**src/rtl/spim_pkg.sv**
```systemverilog
package spim_pkg;
  localparam int DATA_W = 8;
  localparam int CNT_W  = 7;

  typedef enum logic [1:0] {
    A_CTRL = 2'd0,
    A_STAT = 2'd1,
    A_DATA = 2'd2,
    A_OPT  = 2'd3
  } reg_addr_e;

  // half SCK period in enabled clocks; table is non-monotonic on purpose
  function automatic logic [CNT_W-1:0] half_period(input logic [2:0] sel);
    case (sel)
      3'd0:    half_period = CNT_W'(1);
      3'd1:    half_period = CNT_W'(2);
      3'd2:    half_period = CNT_W'(8);
      3'd3:    half_period = CNT_W'(16);
      3'd4:    half_period = CNT_W'(4);
      3'd5:    half_period = CNT_W'(8);
      3'd6:    half_period = CNT_W'(32);
      default: half_period = CNT_W'(64);
    endcase
  endfunction
endpackage

```
**src/rtl/spim_clkdiv.sv**
```systemverilog
module spim_clkdiv #(
  parameter int CW = spim_pkg::CNT_W
) (
  input  logic          clk_i,
  input  logic          rst_ni,
  input  logic          run_i,
  input  logic          en_i,
  input  logic [CW-1:0] half_i,
  output logic          tick_o
);
  logic [CW-1:0] cnt_q;

  // >= keeps the divider live if the rate shrinks mid-count
  assign tick_o = run_i & en_i & (cnt_q >= half_i - 1'b1);

  always_ff @(posedge clk_i or negedge rst_ni) begin
    if (!rst_ni)       cnt_q <= '0;
    else if (!run_i)   cnt_q <= '0;
    else if (tick_o)   cnt_q <= '0;
    else if (en_i)     cnt_q <= cnt_q + 1'b1;
  end

  assert_cnt_bound_R1: assert property (@(posedge clk_i) disable iff (!rst_ni)
    (run_i && $stable(half_i) && cnt_q < half_i) |=> (cnt_q < half_i));

  assert_cnt_idle_R1: assert property (@(posedge clk_i) disable iff (!rst_ni)
    !run_i |=> (cnt_q == '0));
endmodule

```
**src/rtl/spim_shift.sv**
```systemverilog
module spim_shift #(
  parameter int DW = spim_pkg::DATA_W
) (
  input  logic          clk_i,
  input  logic          rst_ni,
  input  logic          start_i,
  input  logic          abort_i,
  input  logic [DW-1:0] data_i,
  input  logic          cpol_i,
  input  logic          cpha_i,
  input  logic          tick_i,
  input  logic          miso_i,
  output logic          busy_o,
  output logic          done_o,
  output logic [DW-1:0] rx_o,
  output logic          sck_o,
  output logic          mosi_o
);
  localparam int EW = $clog2(2 * DW);
  localparam logic [EW-1:0] LAST_EDGE = EW'(2 * DW - 1);

  logic          busy_q, phase_q, mosi_q;
  logic [EW-1:0] edge_q;
  logic [DW-1:0] tx_q, rx_q;
  logic          leading, sample, shift;

  assign leading = ~phase_q;
  assign sample  = tick_i & (leading ^ cpha_i);
  assign shift   = tick_i & ~(leading ^ cpha_i);
  assign done_o  = busy_q & tick_i & (edge_q == LAST_EDGE);
  assign rx_o    = sample ? {rx_q[DW-2:0], miso_i} : rx_q;
  assign busy_o  = busy_q;
  assign sck_o   = cpol_i ^ phase_q;
  assign mosi_o  = mosi_q;

  always_ff @(posedge clk_i or negedge rst_ni) begin
    if (!rst_ni) begin
      busy_q <= 1'b0; phase_q <= 1'b0; mosi_q <= 1'b0;
      edge_q <= '0;   tx_q    <= '0;   rx_q   <= '0;
    end else if (abort_i) begin
      busy_q <= 1'b0; phase_q <= 1'b0; edge_q <= '0;
    end else if (start_i) begin
      busy_q  <= 1'b1;
      phase_q <= 1'b0;
      edge_q  <= '0;
      tx_q    <= data_i;
      mosi_q  <= data_i[DW-1];
      rx_q    <= '0;
    end else if (tick_i) begin
      phase_q <= ~phase_q;
      edge_q  <= edge_q + 1'b1;
      rx_q    <= rx_o;
      if (done_o) busy_q <= 1'b0;
      if (shift) begin
        // phase 1 presents the next bit on the leading edge, phase 0 on the trailing
        mosi_q <= cpha_i ? tx_q[DW-1] : tx_q[DW-2];
        tx_q   <= {tx_q[DW-2:0], 1'b0};
      end
    end
  end

  assert_sck_idle_R4: assert property (@(posedge clk_i) disable iff (!rst_ni)
    !busy_q |-> (sck_o == cpol_i));

  assert_done_ends_R6: assert property (@(posedge clk_i) disable iff (!rst_ni)
    done_o |=> !busy_q);

  assert_mosi_edge_R3: assert property (@(posedge clk_i) disable iff (!rst_ni)
    (busy_q && !start_i && !abort_i && !shift) |=> $stable(mosi_q));
endmodule

```
**src/rtl/spim_status.sv**
```systemverilog
module spim_status (
  input  logic clk_i,
  input  logic rst_ni,
  input  logic stat_rd_i,
  input  logic data_acc_i,
  input  logic ctrl_wr_i,
  input  logic done_i,
  input  logic col_i,
  input  logic fault_i,
  output logic spif_o,
  output logic wcol_o,
  output logic modf_o,
  output logic wr_block_o
);
  logic spif_q, wcol_q, modf_q, arm_q, modf_arm_q, clr;

  assign clr        = data_acc_i & arm_q;
  assign spif_o     = spif_q;
  assign wcol_o     = wcol_q;
  assign modf_o     = modf_q;
  assign wr_block_o = spif_q & ~arm_q;

  always_ff @(posedge clk_i or negedge rst_ni) begin
    if (!rst_ni) begin
      spif_q <= 1'b0; wcol_q <= 1'b0; modf_q <= 1'b0;
      arm_q  <= 1'b0; modf_arm_q <= 1'b0;
    end else begin
      if (done_i)      spif_q <= 1'b1;
      else if (clr)    spif_q <= 1'b0;
      if (col_i)       wcol_q <= 1'b1;
      else if (clr)    wcol_q <= 1'b0;
      if (data_acc_i)                      arm_q <= 1'b0;
      else if (stat_rd_i && (spif_q || wcol_q)) arm_q <= 1'b1;
      if (fault_i)                         modf_q <= 1'b1;
      else if (ctrl_wr_i && modf_arm_q)    modf_q <= 1'b0;
      if (ctrl_wr_i)                       modf_arm_q <= 1'b0;
      else if (stat_rd_i && modf_q)        modf_arm_q <= 1'b1;
    end
  end

  assert_spif_set_R6: assert property (@(posedge clk_i) disable iff (!rst_ni)
    done_i |=> spif_q);

  assert_spif_clear_R7: assert property (@(posedge clk_i) disable iff (!rst_ni)
    (data_acc_i && arm_q && !done_i) |=> !spif_q);

  assert_spif_hold_R7: assert property (@(posedge clk_i) disable iff (!rst_ni)
    (spif_q && !arm_q) |=> spif_q);

  assert_wcol_set_R9: assert property (@(posedge clk_i) disable iff (!rst_ni)
    col_i |=> wcol_q);
endmodule

```
**src/rtl/spi_master_ctl.sv**
```systemverilog
module spi_master_ctl #(
  parameter int DW = spim_pkg::DATA_W,
  parameter int CW = spim_pkg::CNT_W
) (
  input  logic          clk_i,
  input  logic          rst_ni,
  input  logic          clk_en_i,
  input  logic          cs_i,
  input  logic          we_i,
  input  logic [1:0]    addr_i,
  input  logic [DW-1:0] wdata_i,
  output logic [DW-1:0] rdata_o,
  input  logic          mode_fault_i,
  input  logic          miso_i,
  output logic          sck_o,
  output logic          mosi_o,
  output logic          irq_o
);
  import spim_pkg::*;

  logic          ien_q, men_q, cpol_q, cpha_q, rate_hi_q;
  logic [1:0]    rate_lo_q;
  logic [DW-1:0] rbuf_q, rx;
  logic          wr, rd, wr_ctrl, wr_opt, wr_data, rd_stat, data_acc;
  logic          fault_evt, start, col_evt, busy, done, tick;
  logic          spif, wcol, modf, wr_block;
  logic [CW-1:0] half;

  assign wr        = cs_i & we_i;
  assign rd        = cs_i & ~we_i;
  assign wr_ctrl   = wr & (addr_i == A_CTRL);
  assign wr_opt    = wr & (addr_i == A_OPT);
  assign wr_data   = wr & (addr_i == A_DATA);
  assign rd_stat   = rd & (addr_i == A_STAT);
  assign data_acc  = cs_i & (addr_i == A_DATA);
  assign fault_evt = mode_fault_i & men_q;
  assign start     = wr_data & men_q & ~busy & ~wr_block & ~fault_evt;
  assign col_evt   = wr_data & busy & ~wr_block & ~fault_evt;
  assign half      = CW'(half_period({rate_hi_q, rate_lo_q}));
  assign irq_o     = spif & ien_q;

  always_ff @(posedge clk_i or negedge rst_ni) begin
    if (!rst_ni) begin
      ien_q <= 1'b0; men_q <= 1'b0; cpol_q <= 1'b0; cpha_q <= 1'b0;
      rate_lo_q <= '0; rate_hi_q <= 1'b0; rbuf_q <= '0;
    end else begin
      if (wr_ctrl) begin
        ien_q     <= wdata_i[7];
        men_q     <= wdata_i[6] & ~fault_evt;
        cpol_q    <= wdata_i[3];
        cpha_q    <= wdata_i[2];
        rate_lo_q <= wdata_i[1:0];
      end else if (fault_evt) begin
        men_q <= 1'b0;
      end
      if (wr_opt) rate_hi_q <= wdata_i[0];
      if (done)   rbuf_q    <= rx;
    end
  end

  always_comb begin
    rdata_o = '0;
    case (addr_i)
      A_CTRL: rdata_o[7:0] = {ien_q, men_q, 2'b00, cpol_q, cpha_q, rate_lo_q};
      A_STAT: rdata_o[7:0] = {spif, wcol, 1'b0, modf, 4'b0000};
      A_DATA: rdata_o      = rbuf_q;
      default: rdata_o[0]  = rate_hi_q;
    endcase
  end

  spim_clkdiv #(.CW(CW)) i_clkdiv (
    .clk_i, .rst_ni, .run_i(busy), .en_i(clk_en_i), .half_i(half), .tick_o(tick)
  );

  spim_shift #(.DW(DW)) i_shift (
    .clk_i, .rst_ni, .start_i(start), .abort_i(fault_evt), .data_i(wdata_i),
    .cpol_i(cpol_q), .cpha_i(cpha_q), .tick_i(tick), .miso_i,
    .busy_o(busy), .done_o(done), .rx_o(rx), .sck_o, .mosi_o
  );

  spim_status i_status (
    .clk_i, .rst_ni, .stat_rd_i(rd_stat), .data_acc_i(data_acc),
    .ctrl_wr_i(wr_ctrl), .done_i(done), .col_i(col_evt), .fault_i(fault_evt),
    .spif_o(spif), .wcol_o(wcol), .modf_o(modf), .wr_block_o(wr_block)
  );

  assert_blocked_write_R8: assert property (@(posedge clk_i) disable iff (!rst_ni)
    (wr_data && wr_block && !busy) |=> !busy);

  assert_fault_abort_R10: assert property (@(posedge clk_i) disable iff (!rst_ni)
    fault_evt |=> (!men_q && !busy && modf));

  assert_col_keeps_R9: assert property (@(posedge clk_i) disable iff (!rst_ni)
    (wr_data && busy && !fault_evt && !done) |=> busy);
endmodule

```
**config.mk**
```make
export PLATFORM = sky130hd
export DESIGN_NAME = spi_master_ctl
export DESIGN_NICKNAME = d
export VERILOG_FILES = /design/src/rtl/spim_pkg.sv /design/src/rtl/spim_clkdiv.sv /design/src/rtl/spim_shift.sv /design/src/rtl/spim_status.sv /design/src/rtl/spi_master_ctl.sv
export SDC_FILE = /design/constraint.sdc
export NUM_CORES = 1
export LEC_CHECK = 0
export ABC_AREA = 0
export ABC_CLOCK_PERIOD_IN_PS = 3220
export BUFFER_PORTS_ARGS = -buffer_cell sky130_fd_sc_hd__buf_4
export CORE_ASPECT_RATIO = 1.75
export CORE_MARGIN = 1.5
export CORE_UTILIZATION = 59
export DETAILED_ROUTE_END_ITERATION = 16
export PLACE_DENSITY_LB_ADDON = 0.2
export SYNTH_ARGS = -nofsm -noshare
export SYNTH_HDL_FRONTEND = slang
export SYNTH_SLANG_ARGS = --single-unit
```
**constraint.sdc**
```tcl
create_clock -name clk_i -period 3.22 [get_ports clk_i]
set_input_delay 0.644 -clock clk_i [delete_from_list [all_inputs] [get_ports clk_i]]
set_output_delay 0.644 -clock clk_i [all_outputs]
set_load 0.01 [all_outputs]
```
==> metrics.md <==
| Metric | Value |
|---|---|
| Status | completed |
| Clk sinks | 50 |
| Minimum clock period | slightly below 3000 ps |
| Vias in the first global route | 2,130 |
| Storage cell area | approximately 1300 um2 |
| I/O Pins | 28 |
| Max-cap violations | 0 |
| DRT iter0 DRCs | 98 |
| Overall routing resource usage | 24.6% |
| Synthesized flop and latch total | 50 |
| GR Overflow Total | 0 |
| Core Region | between 4000 and 5000 um2 |
| Number of gates resized after CTS | 0 |
| Final TNS setup | 0 ps |
| Clk_lat worst skew | 310 ps |
| Total power | roughly 0.0015 W |
| Multi-input gate area | 1520 um2 |
| Hold crit path type | in2async |
| Mapped Nets | about 300 |
| H-tree depth | 2 |
| Final setup fails | 0 |
| Share of post-route cells with drive strength above 1 | 27.1% |
| Clk buf depth | 2 |
| Metal2 WL | roughly 3300 um |
| Seq/Total Area, Yosys | 44.4% |
| Area grow syn2layout | 13.2% |
| Data required, critical path | about 3400 ps |
| Setup WS post-layout | 239 ps |
| Vias | 2,147 |
| TritonCTS Buffers | 5 |
| Fin. max-slew vios | 0 |
| Fillers | about 340 |
| Dpl hpwl | roughly 4400 um |
| Pre-CTS setup slack | approximately 150 ps |
| TritonRoute pass-1 iters | 4 |
| Highest achievable clock rate | 335 MHz |
| Met3 Wirelength | approximately 170 um |
| CP Launch Type | flip-flop |
| Via/cell ratio | slightly above 6 |
| DRT Wirelength | 6080 um |
| Skew final | 11.1 ps |
| Leakage | 1.51 nW |
| Post-Syn Area per Cell | 10.5 um2 |
| Top Layer Used | met4 |
| Cell area after synthesis | approximately 2800 um2 |
| Slew @ Worst Pin | 713 ps |
| GPL Wtd Cong | between 0.8 and 0.9 |
| Net count, final | ~330 |
| Post-route ant nets | 0 |
| Antenna diodes | 0 |
| Post-synthesis cell type count | 45 |
| Die height | between 90 and 100 um |
| Die width | 55.2 um |
| # Post-CTS Setup Buffers | 0 |
| WL met1 | roughly 2500 um |
| Max VDD drop | a little over 0.4 mV |
| Synth Instances | around 270 |
| Worst-path fanout max | 18 |
| WP data arrival | roughly 3200 ps |
| Port Buffers | 27 |
| Ratio of final minimum period to clock period | between 90% and 100% |
| RSZ-0062 raised after global routing | false |
| Max-slew headroom | about 52% |
| Final hold violation count | 0 |
| Dominant synthesized flop cell | dfrtp_1 |
| Post-route DRC | 0 |
| Pwr dens | 467 nW/um2 |
| Hold_buf cts | 0 |
| Largest net degree at the start of global routing | between 50 and 60 |
| Antenna violations before repair | 0 |
| Clk root buf | clkbuf_8 |
| Starting Density | 60.9% |
| Global-route wire length before repair | ~10,000 um |
| CTS tree | yes |
| Clock transition at path regs | ~90 ps |
| Crit end category | flip-flop |
| FFs w/ async S/R, synth | 100% |
| Crit Path Class | reg2reg |
| Post-synth EDFFs | 0 |
| Die ar. | 5210 um2 |
| Row count | 33 |
| Synthesis Warnings | 0 |
| Routed len/inst | 17.3 um |
==> path summary, 6_finish.rpt <==
path                            depth (start not counted)               to          from  slack [ps]
worst min register to register                          1        rbuf_q[5]     rbuf_q[5]         520
max in group asynchronous                               1        rbuf_q[5]        rst_ni        2420
worst min-delay path                                    1  i_shift.tx_q[5]        rst_ni         350
min in group clk_i                                      1        rbuf_q[5]     rbuf_q[5]         520
worst max-delay path                                   10        rbuf_q[3]  rate_lo_q[0]         240
worst max register to register                         10        rbuf_q[3]  rate_lo_q[0]         240
==> power by group <==
group	leakage, nW	internal, W	switching [W]	total (W)
logic	0.789	0.000176	0.000210	0.000385
registers	0.674	0.000690	0.0000582	0.000748
clock network	0.0438	0.000146	0.000207	0.000354
total	1.51	0.00101	0.000475	0.00149
==> critical path: stages (launching register included) <==
cell and delay [ps]:
dfrtp_1 460, or3_1 360, ha_1 260, nor2_1 120, a32oi_1 100, ha_1 310, a21oi_1 70, o21ai_1 280
a21oi_4 150, nor3_2 360, mux2_2 390
==> synth_stat cells (3+ instances only) <==
| library cell | count | share of area (%) |
|---|---|---|
| a21oi_1 | 15 | 2.7 |
| nor3_1 | 8 | 1.4 |
| or3_1 | 3 | 0.67 |
| nor2b_1 | 18 | 4.0 |
| clkbuf_1 | 5 | 0.67 |
| mux2_2 | 32 | 13 |
| nor2_1 | 9 | 1.2 |
| a31oi_1 | 6 | 1.3 |
| a22o_1 | 3 | 0.93 |
| mux2i_1 | 7 | 2.5 |
| o21ai_0 | 13 | 2.3 |
| ha_1 | 10 | 4.4 |
| nand2b_1 | 5 | 1.1 |
| a221o_1 | 7 | 2.5 |
| nand2_1 | 27 | 3.6 |
| nand3_1 | 7 | 1.2 |
| inv_1 | 4 | 0.53 |
| dfrtp_1 | 50 | 44 |
==> final cells by class <==
type | instances | area share, %
multi-input combinational | 206 | 47.8
sequential | 50 | 39.3
timing repair buffer | 32 | 7.93
clock buffer | 5 | 2.16
tap | 52 | 2.04
inverter | 4 | 0.471
clock inverter | 2 | 0.314
==> logic make-up (layout without fill, tap and decap cells) <==
group	after synthesis	in the layout	synth area share (%)
and+or+nand+nor	93	94	18.1
buffers and inverters	14	43	2.09
AOI/OAI and AO/OA	59	59	14.1
xor gates and xnor gates	4	4	1.51
DFF	50	50	44.4
adders and majority gates	10	10	4.44
muxes	39	39	15.3
==> per-layer routing <==
metal  global-route usage [%]  vias to the layer above
li1                         -                     1041
met1                     28.2                     1056
met3                     4.25                       11
met2                     44.5                       39
met4                     10.4                        0
met5                        0                        -
==> sequential cells by signal, indices dropped and copies added (netlist names), 2 cells and up <==
| signal | count |
|---|---|
| i_shift.rx_q | 8 |
| i_shift.tx_q | 8 |
| rbuf_q | 8 |
| i_clkdiv.cnt_q | 7 |
| i_shift.edge_q | 4 |
| rate_lo_q | 2 |
==> per-stage QoR <==
| stage | cells | cell area (um2) | hold slack, ps | util (%) |
|---|---|---|---|---|
| 6_report | 351 | 3190 | 355 | 68.9 |
| 5_1_grt | 351 | 3190 | 408 | 68.9 |
| 4_1_cts | 350 | 3170 | 373 | 68.5 |
| 3_5_place_dp | 343 | 3090 | 493 | 66.8 |
| 3_3_place_gp | 343 | 3090 | 489 | 66.8 |
| 2_1_floorplan | 269 | 2820 | 348 | - |
==> placed cells by master (no fill, tap or decap), types with 8 or more instances in the layout <==
cell type / synthesis / layout
dfrtp_1: 50 / 50
mux2_2: 32 / 32
buf_4: 1 / 31
nand2_1: 27 / 27
nor2b_1: 18 / 18
a21oi_1: 15 / 15
o21ai_0: 13 / 13
ha_1: 10 / 10
nor2_1: 9 / 9
nor3_1: 8 / 8
Note: power is estimated with default switching activity, not from simulation.
